$ cat src/rtl/dbuf_dma_chan.sv
module dbuf_dma_chan #(
  parameter int ADDR_W     = 16,
  parameter int DATA_W     = 16,
  parameter int CNT_W      = 8,
  parameter int ITEM_BYTES = 2,
  parameter int TC_BIT     = 0
) (
  input  logic              clk,
  input  logic              rst_n,
  input  logic              reg_wr,
  input  logic [2:0]        reg_addr,
  input  logic [31:0]       reg_wdata,
  output logic [31:0]       reg_rdata,
  input  logic              per_req,
  output logic              per_ack,
  input  logic [DATA_W-1:0] per_data,
  output logic              mem_we,
  output logic [ADDR_W-1:0] mem_addr,
  output logic [DATA_W-1:0] mem_wdata,
  output logic              tc_out,
  output logic              tc_flag
);
  localparam logic [2:0] RA_CTRL   = 3'd0;
  localparam logic [2:0] RA_RELOAD = 3'd1;
  localparam logic [2:0] RA_BASE0  = 3'd2;
  localparam logic [2:0] RA_BASE1  = 3'd3;
  localparam logic [2:0] RA_CLEAR  = 3'd4;
  localparam logic [2:0] RA_COUNT  = 3'd5;
  localparam logic [ADDR_W-1:0] STEP = ADDR_W'(ITEM_BYTES);

  logic              en, sel;
  logic [CNT_W-1:0]  reload, cnt;
  logic [ADDR_W-1:0] base0, base1, offset;

  wire wr_ctrl = reg_wr && reg_addr == RA_CTRL;
  wire en_rise = wr_ctrl && reg_wdata[0] && !en;
  wire en_fall = wr_ctrl && !reg_wdata[0] && en;
  wire xfer    = en && per_req && cnt != '0;
  wire eot     = xfer && cnt == CNT_W'(1);
  wire abort   = en_fall && !eot && (offset != '0 || xfer);
  wire tc_set  = eot || abort;
  wire clr     = reg_wr && reg_addr == RA_CLEAR && reg_wdata[TC_BIT];

  assign per_ack   = xfer;
  assign mem_we    = xfer;
  assign mem_wdata = per_data;
  assign mem_addr  = (sel ? base1 : base0) + offset;

  always_comb begin
    case (reg_addr)
      RA_CTRL:   reg_rdata = {29'd0, tc_flag, sel, en};
      RA_RELOAD: reg_rdata = 32'(reload);
      RA_BASE0:  reg_rdata = 32'(base0);
      RA_BASE1:  reg_rdata = 32'(base1);
      RA_COUNT:  reg_rdata = 32'(cnt);
      default:   reg_rdata = 32'd0;
    endcase
  end

  always_ff @(posedge clk) begin
    if (!rst_n) begin
      en      <= 1'b0;
      sel     <= 1'b0;
      reload  <= '0;
      cnt     <= '0;
      base0   <= '0;
      base1   <= '0;
      offset  <= '0;
      tc_flag <= 1'b0;
      tc_out  <= 1'b0;
    end else begin
      if (wr_ctrl) en <= reg_wdata[0];
      if (reg_wr && reg_addr == RA_RELOAD) reload <= reg_wdata[CNT_W-1:0];
      if (reg_wr && reg_addr == RA_BASE0)  base0  <= reg_wdata[ADDR_W-1:0];
      if (reg_wr && reg_addr == RA_BASE1)  base1  <= reg_wdata[ADDR_W-1:0];
      if (en_rise) begin
        cnt    <= reload;
        sel    <= 1'b0;
        offset <= '0;
      end else if (eot) begin
        cnt    <= reload;
        sel    <= ~sel;
        offset <= '0;
      end else if (xfer) begin
        cnt    <= cnt - CNT_W'(1);
        offset <= offset + STEP;
      end
      if (tc_set)   tc_flag <= 1'b1;
      else if (clr) tc_flag <= 1'b0;
      tc_out <= tc_set;
    end
  end

  p_idle_after_reset_r1: assert property (@(posedge clk)
    $rose(rst_n) |-> !tc_out && !tc_flag && !per_ack);

  p_count_step_r2: assert property (@(posedge clk) disable iff (!rst_n)
    per_ack && cnt > CNT_W'(1) && !en_rise |=> cnt == $past(cnt) - CNT_W'(1));

  p_offset_step_r3: assert property (@(posedge clk) disable iff (!rst_n)
    per_ack && !eot |=> offset == $past(offset) + STEP);

  p_swap_reload_r4: assert property (@(posedge clk) disable iff (!rst_n)
    eot && !(reg_wr && reg_addr == RA_RELOAD) |=>
      sel != $past(sel) && cnt == $past(reload) && offset == '0);

  p_stays_on_r5: assert property (@(posedge clk) disable iff (!rst_n)
    en && !wr_ctrl |=> en);

  p_tc_pulse_r6: assert property (@(posedge clk) disable iff (!rst_n)
    eot |=> tc_out && tc_flag);

  p_clear_r7: assert property (@(posedge clk) disable iff (!rst_n)
    clr && !tc_set |=> !tc_flag);

  p_set_wins_r8: assert property (@(posedge clk) disable iff (!rst_n)
    clr && eot |=> tc_flag);

  p_no_move_zero_r10: assert property (@(posedge clk) disable iff (!rst_n)
    cnt == '0 |-> !per_ack);
endmodule

$ cat config.mk
export PLATFORM = sky130hd
export DESIGN_NAME = dbuf_dma_chan
export DESIGN_NICKNAME = d
export VERILOG_FILES = /design/src/rtl/dbuf_dma_chan.sv
export SDC_FILE = /design/constraint.sdc
export NUM_CORES = 1
export LEC_CHECK = 0
export BUFFER_PORTS_ARGS = -buffer_cell sky130_fd_sc_hd__buf_2
export CAP_MARGIN = 20
export CORE_MARGIN = 4
export CORE_UTILIZATION = 50
export CTS_CLUSTER_SIZE = 12
export DETAILED_ROUTE_END_ITERATION = 8
export PLACE_DENSITY = 0.78
export SYNTH_ARGS = -nofsm -noshare
export SYNTH_HDL_FRONTEND = slang
export SYNTH_SLANG_ARGS = --single-unit
$ cat constraint.sdc
create_clock -name clk -period 6.6 [get_ports clk]
set_input_delay 1.32 -clock clk [delete_from_list [all_inputs] [get_ports clk]]
set_output_delay 1.32 -clock clk [all_outputs]
set_load 0.01 [all_outputs]
==> impl_summary.txt, run 1 <==
----------------------------------------------------
[Route]
  Via count ... slightly below 4000
  DR WL/cell ... ~16 um
  Post-detailed-route count of antenna-violating nets ... 0
  TritonRoute pass-1 iters ... 4
  Detailed Route WL ... roughly 11 mm
  Vias/cell ... 5.66
  # DRC ... 0
  DRC violation total after the first TritonRoute iteration ... approximately 270

[Synth]
  Count leader, synth ... sky130_fd_sc_hd__nand2_1
  Fraction of synthesis flops using an asynchronous set or reset pin ... 0
  Primary FF master, synth ... sky130_fd_sc_hd__dfxtp_1
  Cell area after technology mapping ... around 0.0043 mm2
  Per-instance average area after synthesis ... between 8 and 9 um2
  Leading cell types by total area after synthesis ... sky130_fd_sc_hd__dfxtp_1 31%, sky130_fd_sc_hd__nand2_1 9.3%, sky130_fd_sc_hd__mux2i_1 7.8%
  EDFF count, synth ... 0
  Post-synthesis register bit count ... between 60 and 70
  Post-synth top area share ... 0.309
  Synth top cells by count ... 108 x sky130_fd_sc_hd__nand2_1, 67 x sky130_fd_sc_hd__dfxtp_1, 51 x sky130_fd_sc_hd__a21oi_1
  Post-synthesis cell type count ... 57
  Share of the yosys chip area belonging to registers ... 0.309
  Gate Count Post-Synth ... between 500 and 600
  Largest area contributor in the netlist ... sky130_fd_sc_hd__dfxtp_1
  Synth warn ... 0

[Worst setup path]
  Worst Path Max Fanout ... 18
  Reg-to-reg setup timing slack ... around 4.5 ns
  Worst Setup Path Type ... reg -> out
  Critical path data required time ... roughly 5.3 ns
  Startpoint class of the critical path ... register
  Arrival time of data at the critical path endpoint ... 3.40 ns
  Type of destination of the critical path ... output port

[Timing]
  Worst Max-Slew Pin Slew ... about 0.89 ns
  Max Clock Skew ... roughly 0.0089 ns
  Worst slew margin ... 0.403
  Final count of hold timing violations ... 0
  Final clock period utilization by the worst path ... 0.716
  Final setup violation count ... 0
  Final setup slack of the worst path ... approximately 1.9 ns
  Post-layout min period ... 4.72 ns
  Achievable clock frequency ... 0.212 GHz
  Number of slew-limit violations in the final report ... 0
  RSZ-0062 raised after global routing ... no
  Setup TNS ... 0 ns

[Floorplanning]
  Number of top-level pins ... approximately 120
  Die Width ... 101 um
  Starting Density ... 0.520
  Rows ... 33
  Core Box Area ... between 0.008 and 0.009 mm2
  Die extent in y ... around 100 um
  Total die area ... roughly 0.010 mm2

[Layout]
  Fill count ... ~800
  Layout area overhead ... 7.01%
  Fraction of final layout cells with drive strength greater than 1 ... 0.170
  Number of standard cells in the final layout excluding fillers ... 680
  # nets final ... 645
  Number of antenna repair diodes ... 0

[Clock network]
  CTS Hold Bufs ... 0
  Number of buffers inserted during clock tree synthesis ... 9
  Number of setup buffers added after CTS ... 0
  Latest clock arrival within the worst-skew pair ... around 0.34 ns
  Number of gates resized after cts ... 0
  Root buffer cell ... sky130_fd_sc_hd__clkbuf_8
  Clock transition time at the flip-flop clock pins of the worst setup and hold paths ... 0.07 ns
  Maximum buffer depth of the clock tree ... 2
  CTS sink count ... 67
  H-Tree Level Count ... 3
  Clock tree from TritonCTS ... done

[Power]
  Power density relative to cell area ... between 150 and 200 mW/mm2
  Leakage ... 2.04 nW
  IR Drop Worst-Case VDD ... roughly 88 uV
  Total power consumption of the routed design ... approximately 800 uW

[Placement]
  Final weighted congestion in routability-driven placement ... 0.946
  DP Wirelength ... slightly below 8 mm
  PortBufs ... 58
  Worst slack at placement ... roughly 2.2 ns
  Cells after DPL ... about 660

[Global routing]
  Via count of the first global-routing pass ... approximately 3700
  Number of antenna violations at the first check in global routing ... 0
  Overall track demand over capacity in global routing ... 0.210
  Wire length of the first global-routing pass ... about 17 mm
  Maximum number of pins on one net before global-route repair ... 45
  Total gr overflow ... 0

[Worst hold path]
  Tightest Hold Check Type ... reg -> reg

[Outcome]
  Outcome ... finished clean

[Flow run]
  Number of maximum-capacitance violations ... 0

----------------------------------------------------
==> metrics by stage <==
| step | area, um2 | hold slack [ns] | util |
|---|---|---|---|
| 3_5_place_dp | 4460 | 0.463 | 0.535 |
| 2_1_floorplan | 4400 | 0.446 | - |
| 4_1_cts | 4630 | 0.474 | 0.555 |
| 6_report | 4640 | 0.473 | 0.557 |
| 5_1_grt | 4640 | 0.497 | 0.557 |
| 3_3_place_gp | 4460 | 0.452 | 0.535 |
==> where the power goes <==
group / internal [mW] / switching (mW) / total [mW]
combinational: 0.0282 / 0.0522 / 0.0804
clock: 0.146 / 0.155 / 0.301
sequential: 0.411 / 0.00622 / 0.417
total: 0.585 / 0.213 / 0.798
==> area by class of cell <==
class                   instances  area, um2  share of cell area
well taps                     105        131              0.0283
multi-input cells             419       2640               0.568
clock buffers                  12        145              0.0313
flip-flops and latches         67       1340               0.289
inverters                      12       45.0             0.00970
clock inverters                 4       26.3             0.00566
repair buffers                 61        317              0.0682
==> kinds of logic (layout without fill, tap and decap cells) <==
group,after synthesis,in the layout,share of synthesized area
AND/OR/NAND/NOR,199,199,0.213
AO/OA/AOI/OAI,111,111,0.155
buffers and inverters,70,89,0.0975
flip-flops,67,67,0.309
multiplexers,48,48,0.115
XOR/XNOR,25,25,0.0505
adder cells (fa/ha/maj),20,20,0.0594
other,1,16,0.000864
==> critical path, stage by stage, from the launching register on <==
cell	delay (ns)
sky130_fd_sc_hd__dfxtp_1	0.90
sky130_fd_sc_hd__mux2i_1	0.44
sky130_fd_sc_hd__inv_1	0.08
sky130_fd_sc_hd__ha_1	0.29
sky130_fd_sc_hd__a211o_1	0.31
sky130_fd_sc_hd__a21o_1	0.19
sky130_fd_sc_hd__a21o_1	0.21
sky130_fd_sc_hd__a221oi_1	0.32
sky130_fd_sc_hd__xnor2_1	0.16
sky130_fd_sc_hd__buf_2	0.15
==> sequential cells by signal, summed over array words and instances, names as in the netlist <==
| signal | cells |
|---|---|
| tc_flag | 1 |
| tc_out | 1 |
| base0 | 16 |
| cnt | 8 |
| offset | 15 |
| sel | 1 |
| base1 | 16 |
| en | 1 |
| reload | 8 |
==> layout by cell type (no fill, tap or decap), types with 4 or more instances in the layout <==
cell                       Yosys  layout
sky130_fd_sc_hd__a211oi_1      4       4
sky130_fd_sc_hd__nand2b_1      4       4
sky130_fd_sc_hd__conb_1        1      16
sky130_fd_sc_hd__nand4_1       5       5
sky130_fd_sc_hd__clkbuf_8      0      10
sky130_fd_sc_hd__o21a_1        4       4
sky130_fd_sc_hd__nand2_1     108     108
sky130_fd_sc_hd__a21oi_1      51      51
sky130_fd_sc_hd__xor2_1       10      10
sky130_fd_sc_hd__inv_1        11      11
sky130_fd_sc_hd__buf_2         8      58
sky130_fd_sc_hd__nor2_1       42      42
sky130_fd_sc_hd__o21ai_0      19      19
sky130_fd_sc_hd__o22ai_1       7       7
sky130_fd_sc_hd__a22o_1        5       5
sky130_fd_sc_hd__mux2i_1      34      34
sky130_fd_sc_hd__xnor2_1      15      15
sky130_fd_sc_hd__nor2b_1       4       4
sky130_fd_sc_hd__dfxtp_1      67      67
sky130_fd_sc_hd__nand3_1       7       7
sky130_fd_sc_hd__mux2_2       14      14
sky130_fd_sc_hd__ha_1         19      19
sky130_fd_sc_hd__and3_1        4       4
sky130_fd_sc_hd__or3_1         4       4
==> worst paths after layout <==
check | cells past startpoint | start | end
min | 2 | base0[9] | base0[9]
max reg2reg | 6 | cnt[0] | offset[6]
min reg2reg | 2 | base0[9] | base0[9]
max | 9 | sel | mem_addr[14]
==> metal layers <==
layer	global-route usage	share of wire
met1	0.276	0.45
met2	0.352	0.48
met3	0.0455	0.057
met4	0.0521	0.010
met5	0	0
No activity file was read; power rests on OpenSTA's default activity.
==> run 2, diff against run 1 <==
==> constraint.sdc (replaced) <==
create_clock -name clk -period 4.5 [get_ports clk]
set_input_delay 0.9 -clock clk [delete_from_list [all_inputs] [get_ports clk]]
set_output_delay 0.9 -clock clk [all_outputs]
set_load 0.01 [all_outputs]
==> run 2 against run 1 <==
First-iteration DRC count increased by 8.4%. Global-route usage is 0.097 points lower. Hold slack improved by 0.00054 ns. Worst setup slack worse by 1.5 ns. Clock-buffer cell count decreased by 3. Combinational power is 48% higher. Largest cell class unchanged. Cell count up 0.15%. Clock power increased by 81%. Via count is 0.75% higher.
==> impl_summary.txt, run 2 (synthesis results as in run 1) <==
----------------------------------------------------
[Timing]
  Worst Max-Slew Pin Slew ... approximately 0.74 ns
  Achievable clock frequency ... around 0.24 GHz
  Final count of hold timing violations ... 0
  Final clock period utilization by the worst path ... 0.924
  Max Clock Skew ... 0.00839 ns
  RSZ-0062 raised after global routing ... no
  Setup TNS ... 0 ns
  Number of slew-limit violations in the final report ... 0
  Worst slew margin ... 0.506
  Final setup violation count ... 0
  Post-layout min period ... ~4.2 ns

[Worst setup path]
  Buffering stage count on the worst path with inverters included ... 2
  Worst Path Max Fanout ... 10
  Worst Setup Path Type ... reg -> out
  Worst stage delay on the critical path ... 0.62 ns
  Cell breakdown of the critical path ... buf_4 > mux2_2 > ha_1 > a2111o_1 > o21ai_0 > o21ai_0 > xor2_1 > buf_2
  Critical path data required time ... around 3.6 ns
  Depth of the most critical reg-to-reg path ... 6
  Reg-to-reg setup timing slack ... between 2 and 2.5 ns
  Worst path depth ... 8
  Max stage delay cell, worst path ... sky130_fd_sc_hd__dfxtp_1
  Cell family contributing the most delay on the critical path ... compound AO/OA/AOI/OAI gates
  Cell occurring most often along the worst timing path ... sky130_fd_sc_hd__o21ai_0
  Type of destination of the critical path ... output port
  Startpoint class of the critical path ... register
  Arrival time of data at the critical path endpoint ... roughly 3.3 ns

[Clock network]
  Clock transition time at the flip-flop clock pins of the worst setup and hold paths ... roughly 0.08 ns
  Root buffer cell ... sky130_fd_sc_hd__clkbuf_8
  Number of buffers inserted during clock tree synthesis ... 9
  H-Tree Level Count ... 3
  Maximum buffer depth of the clock tree ... 2
  CTS Hold Bufs ... 0
  Clock tree from TritonCTS ... done
  Latest clock arrival within the worst-skew pair ... around 0.35 ns
  CTS sink count ... 67
  Number of gates resized after cts ... 0
  Number of setup buffers added after CTS ... 0

[Outcome]
  Outcome ... finished clean

[Placement]
  DP Wirelength ... between 8 and 9 mm
  Final weighted congestion in routability-driven placement ... just over 0.9
  PortBufs ... 58

[Power]
  Internal cell power ... roughly 950 uW
  Leakage ... a little over 2 nW
  Combinational fraction of design power ... 0.094
  Fraction of power consumed by sequential logic ... 0.479
  Sw Pwr ... 323 uW
  Proportion of power drawn by the clock network ... 0.427
  IR Drop Worst-Case VDD ... ~120 uV
  Net switching share of the total power ... 0.253
  Power density relative to cell area ... around 270 mW/mm2

[Global routing]
  Maximum number of pins on one net before global-route repair ... 28
  Wire length of the first global-routing pass ... about 17 mm
  Number of antenna violations at the first check in global routing ... 0
  Overall track demand over capacity in global routing ... 0.209
  Total gr overflow ... 0
  Via count of the first global-routing pass ... 3533

[Floorplanning]
  Number of top-level pins ... between 100 and 150
  Die extent in y ... between 100 and 150 um
  Rows ... 33
  Die Width ... 101 um
  Total die area ... 0.0102 mm2
  Core Box Area ... between 0.008 and 0.009 mm2
  Starting Density ... 0.520

[Route]
  DRC violation total after the first TritonRoute iteration ... 297
  TritonRoute pass-1 iters ... 5
  Vias/cell ... 5.70
  DR WL/cell ... roughly 16 um
  # DRC ... 0
  Via count ... ~3900
  Detailed Route WL ... around 11 mm
  Post-detailed-route count of antenna-violating nets ... 0

[Layout]
  Most frequent standard cell in the layout excluding fill and tap cells ... sky130_fd_sc_hd__nand2_1
  # nets final ... around 650
  Largest registers ... base0: 16 flops, base1: 16 flops, offset: 15 flops
  Fraction of final layout cells with drive strength greater than 1 ... 0.175
  Number of antenna repair diodes ... 0
  Core occupancy in the finished layout ... 0.563
  Fill count ... between 700 and 800
  Layout area overhead ... 8.22%
  Top library cells by usage in the layout, fill and taps aside ... 108 x sky130_fd_sc_hd__nand2_1, 67 x sky130_fd_sc_hd__dfxtp_1, 58 x sky130_fd_sc_hd__buf_2

[Flow run]
  Number of maximum-capacitance violations ... 0

[Worst hold path]
  Hold-critical path depth ... 2
  Tightest Hold Check Type ... reg -> reg

----------------------------------------------------
[run 2: cell count changes in the layout (fill, tap and decap cells not counted), sizes merged]
| cell | delta |
|---|---|
| clkbuf | -3 |
| bufinv | +2 |
| clkinvlp | +2 |
| buf | +1 |
| clkinv | -1 |
[run 2: worst paths after layout]
path / to / startpoint
worst max-delay path: mem_addr[11] / sel
worst min-delay path: base1[11] / base1[11]
worst max register to register: offset[13] / cnt[0]
worst min register to register: base1[11] / base1[11]
[run 2: power groups by stage]
stage               logic (mW)  clock network (mW)  registers [mW]
finish                   0.119               0.545           0.611
global route             0.131               0.575           0.613
CTS                      0.118               0.550           0.611
detailed placement       0.117                   0           0.625
global placement         0.114                   0           0.624
floorplan                0.108                   0           0.622
[run 2: per-stage QoR]
stage                     cell area [um2]  power [mW]  instances  hold slack (ns)  setup WS [ns]
after floorplan                      4400       0.731        556            0.446          0.821
after global placement               4470       0.738        664            0.452          0.769
after detailed placement             4470       0.742        664            0.462          0.722
after CTS                            4680        1.28        680            0.471          0.344
after global routing                 4700        1.32        681            0.494          0.191
final                                4700        1.28        681            0.473          0.343
[run 2: area by class of cell]
class	instances	area, um2	area share
multi-input cells	419	2640	0.562
clock inverters	7	92.6	0.0197
inverters	12	45.0	0.00959
clock buffers	9	124	0.0264
flip-flops and latches	67	1340	0.286
well taps	105	131	0.0280
repair buffers	62	324	0.0690
[run 2: worst min-delay path: cells and delay by family, from the launching register on]
family | cells | cell delay, ns
flip-flops | 1 | 0.32
AND/OR/NAND/NOR | 1 | 0.05
AO/OA/AOI/OAI | 1 | 0.05
[run 2: per-layer routing]
metal  up-vias  track usage  wire length (um)
li1       1883            -                 -
met1      1812        0.282              4710
met2       157        0.340              5060
met3        28       0.0393               725
met4         0       0.0644               217
met5         -            0                 0
==> run 3, diff against run 2 <==
==> constraint.sdc (replaced) <==
create_clock -name clk -period 5.4 [get_ports clk]
set_input_delay 1.08 -clock clk [delete_from_list [all_inputs] [get_ports clk]]
set_output_delay 1.08 -clock clk [all_outputs]
set_load 0.01 [all_outputs]
==> run 3 against run 2 <==
Clock skew up 0.0055 ns. Largest cell class unchanged. Die area did not move. Clock power is 21% lower. Largest power group unchanged. Design area shrank 0.24%.
==> impl_summary.txt, run 3 (synthesis results as in run 1) <==
----------------------------------------------------
[Placement]
  Final weighted congestion in routability-driven placement ... ~0.95
  DP Wirelength ... between 7 and 8 mm
  PortBufs ... 58
  Post-placement cell area ... 0.00447 mm2

[Clock network]
  Number of buffers inserted during clock tree synthesis ... 9
  CTS sink count ... 67
  Maximum buffer depth of the clock tree ... 2
  Clock tree from TritonCTS ... done
  Latest clock arrival within the worst-skew pair ... approximately 0.34 ns
  H-Tree Level Count ... 3
  Number of setup buffers added after CTS ... 0
  CTS Hold Bufs ... 0
  Root buffer cell ... sky130_fd_sc_hd__clkbuf_8
  Clock transition time at the flip-flop clock pins of the worst setup and hold paths ... approximately 0.07 ns
  Number of gates resized after cts ... 0

[Worst setup path]
  Max stage delay cell, worst path ... sky130_fd_sc_hd__dfxtp_1
  Arrival time of data at the critical path endpoint ... between 3 and 4 ns
  Worst Setup Path Type ... reg -> out
  Critical path data required time ... between 4 and 5 ns
  Worst setup startpoint ... sel
  Cell occurring most often along the worst timing path ... sky130_fd_sc_hd__o21ai_0
  Worst setup path endpoint ... mem_addr[11]
  Worst path depth ... 9
  Startpoint class of the critical path ... register
  Worst R2R Start ... cnt[0]
  Worst Path Max Fanout ... 13
  Worst R2R End ... offset[15]
  Reg-to-reg setup timing slack ... roughly 3.3 ns
  Worst stage delay on the critical path ... 0.48 ns
  Cell breakdown of the critical path ... buf_4 > mux2_2 > ha_1 > nor2b_1 > o31a_1 > o21ai_0 > o21ai_0 > xor2_1 > buf_2
  Buffering stage count on the worst path with inverters included ... 2
  Cell family contributing the most delay on the critical path ... compound AO/OA/AOI/OAI gates
  Type of destination of the critical path ... output port
  Depth of the most critical reg-to-reg path ... 6

[Route]
  Detailed Route WL ... roughly 11 mm
  TritonRoute pass-1 iters ... 5
  # DRC ... 0
  Vias/cell ... 5.70
  DRC violation total after the first TritonRoute iteration ... about 280
  DR WL/cell ... about 16 um
  Post-detailed-route count of antenna-violating nets ... 0
  Via count ... a little under 4000

[Global routing]
  Via count of the first global-routing pass ... between 3000 and 4000
  Total gr overflow ... 0
  Maximum number of pins on one net before global-route repair ... 45
  Number of antenna violations at the first check in global routing ... 0
  Wire length of the first global-routing pass ... approximately 18 mm
  Overall track demand over capacity in global routing ... 0.212

[Timing]
  Post-layout min period ... between 4 and 5 ns
  Achievable clock frequency ... around 0.24 GHz
  Worst slew margin ... 0.487
  Worst Max-Slew Pin Slew ... roughly 0.76 ns
  Max Clock Skew ... between 0.01 and 0.015 ns
  Final setup violation count ... 0
  Final count of hold timing violations ... 0
  Setup TNS ... 0 ns
  Final clock period utilization by the worst path ... 0.776
  Number of slew-limit violations in the final report ... 0
  RSZ-0062 raised after global routing ... no

[Floorplanning]
  Starting Density ... 0.520
  Core Box Area ... roughly 0.0083 mm2
  Total die area ... 0.0102 mm2
  Rows ... 33
  Die extent in y ... approximately 100 um
  Number of top-level pins ... 123
  Die Width ... around 100 um

[Layout]
  Top library cells by usage in the layout, fill and taps aside ... 108 x sky130_fd_sc_hd__nand2_1, 67 x sky130_fd_sc_hd__dfxtp_1, 58 x sky130_fd_sc_hd__buf_2
  Number of antenna repair diodes ... 0
  Layout area overhead ... 7.96%
  # nets final ... 646
  Fraction of final layout cells with drive strength greater than 1 ... 0.172
  Non-Filler Cell Area, Final ... 0.00468 mm2
  Most frequent standard cell in the layout excluding fill and tap cells ... sky130_fd_sc_hd__nand2_1
  Largest registers ... base0: 16 flops, base1: 16 flops, offset: 15 flops

[Power]
  Sw Pwr ... 263 uW
  IR Drop Worst-Case VDD ... 112 uV
  Power density relative to cell area ... between 200 and 250 mW/mm2
  Leakage ... 2.06 nW
  Combinational fraction of design power ... 0.096
  Proportion of power drawn by the clock network ... 0.414
  Internal cell power ... just under 800 uW
  Fraction of power consumed by sequential logic ... 0.490
  Net switching share of the total power ... 0.253

[Outcome]
  Outcome ... finished clean

[Flow run]
  Number of maximum-capacitance violations ... 0

[Worst hold path]
  Tightest Hold Check Type ... reg -> reg

----------------------------------------------------
## run 3: layer usage
layer / track usage / share of wire / vias to the layer above
met5: 0 / 0 / -
met4: 0.0685 / 0.018 / 0
met3: 0.0441 / 0.074 / 25
met2: 0.343 / 0.46 / 145
met1: 0.284 / 0.45 / 1821
li1: - / - / 1889
## run 3: layout make-up
class | instances | area (um2)
Clock inverter | 3 | 46.3
Tap cell | 105 | 131
Fill cell | 759 | 3660
Timing Repair Buffer | 62 | 324
Clock buffer | 13 | 159
Inverter | 12 | 45.0
Sequential cell | 67 | 1340
Multi-Input combinational cell | 419 | 2640
## run 3: worst min-delay path by stage
stage	startpoint	endpoint	slack, ns	cells past startpoint
6_report	base1[10]	base1[10]	0.47	2
5_1_grt	base1[1]	base1[1]	0.50	2
4_1_cts	base1[6]	base1[6]	0.47	2
3_5_place_dp	base1[4]	base1[4]	0.46	2
3_3_place_gp	base1[12]	base1[12]	0.45	2
2_1_floorplan	base1[10]	base1[10]	0.45	2
## run 3: metrics by stage
step	hold WS, ns	worst slack (ns)	utilization	power (mW)	instances
floorplan	0.446	1.54	-	0.609	556
global placement	0.452	1.64	0.536	0.615	664
detailed placement	0.462	1.60	0.536	0.618	664
CTS	0.471	1.21	0.560	1.04	680
global route	0.497	1.03	0.562	1.08	681
finish	0.473	1.21	0.562	1.04	681
## run 3: worst min-delay path, delay by kind of cell (launching register included)
family	cells	cell delay, ns
simple gates	1	0.05
flops	1	0.32
compound gates	1	0.05
## run 3: power by group through the flow
stage / registers (mW) / logic [mW] / clock network, mW
6_report: 0.510 / 0.0996 / 0.430
5_1_grt: 0.510 / 0.110 / 0.459
4_1_cts: 0.509 / 0.0981 / 0.435
3_5_place_dp: 0.521 / 0.0973 / 0
3_3_place_gp: 0.520 / 0.0947 / 0
2_1_floorplan: 0.518 / 0.0903 / 0
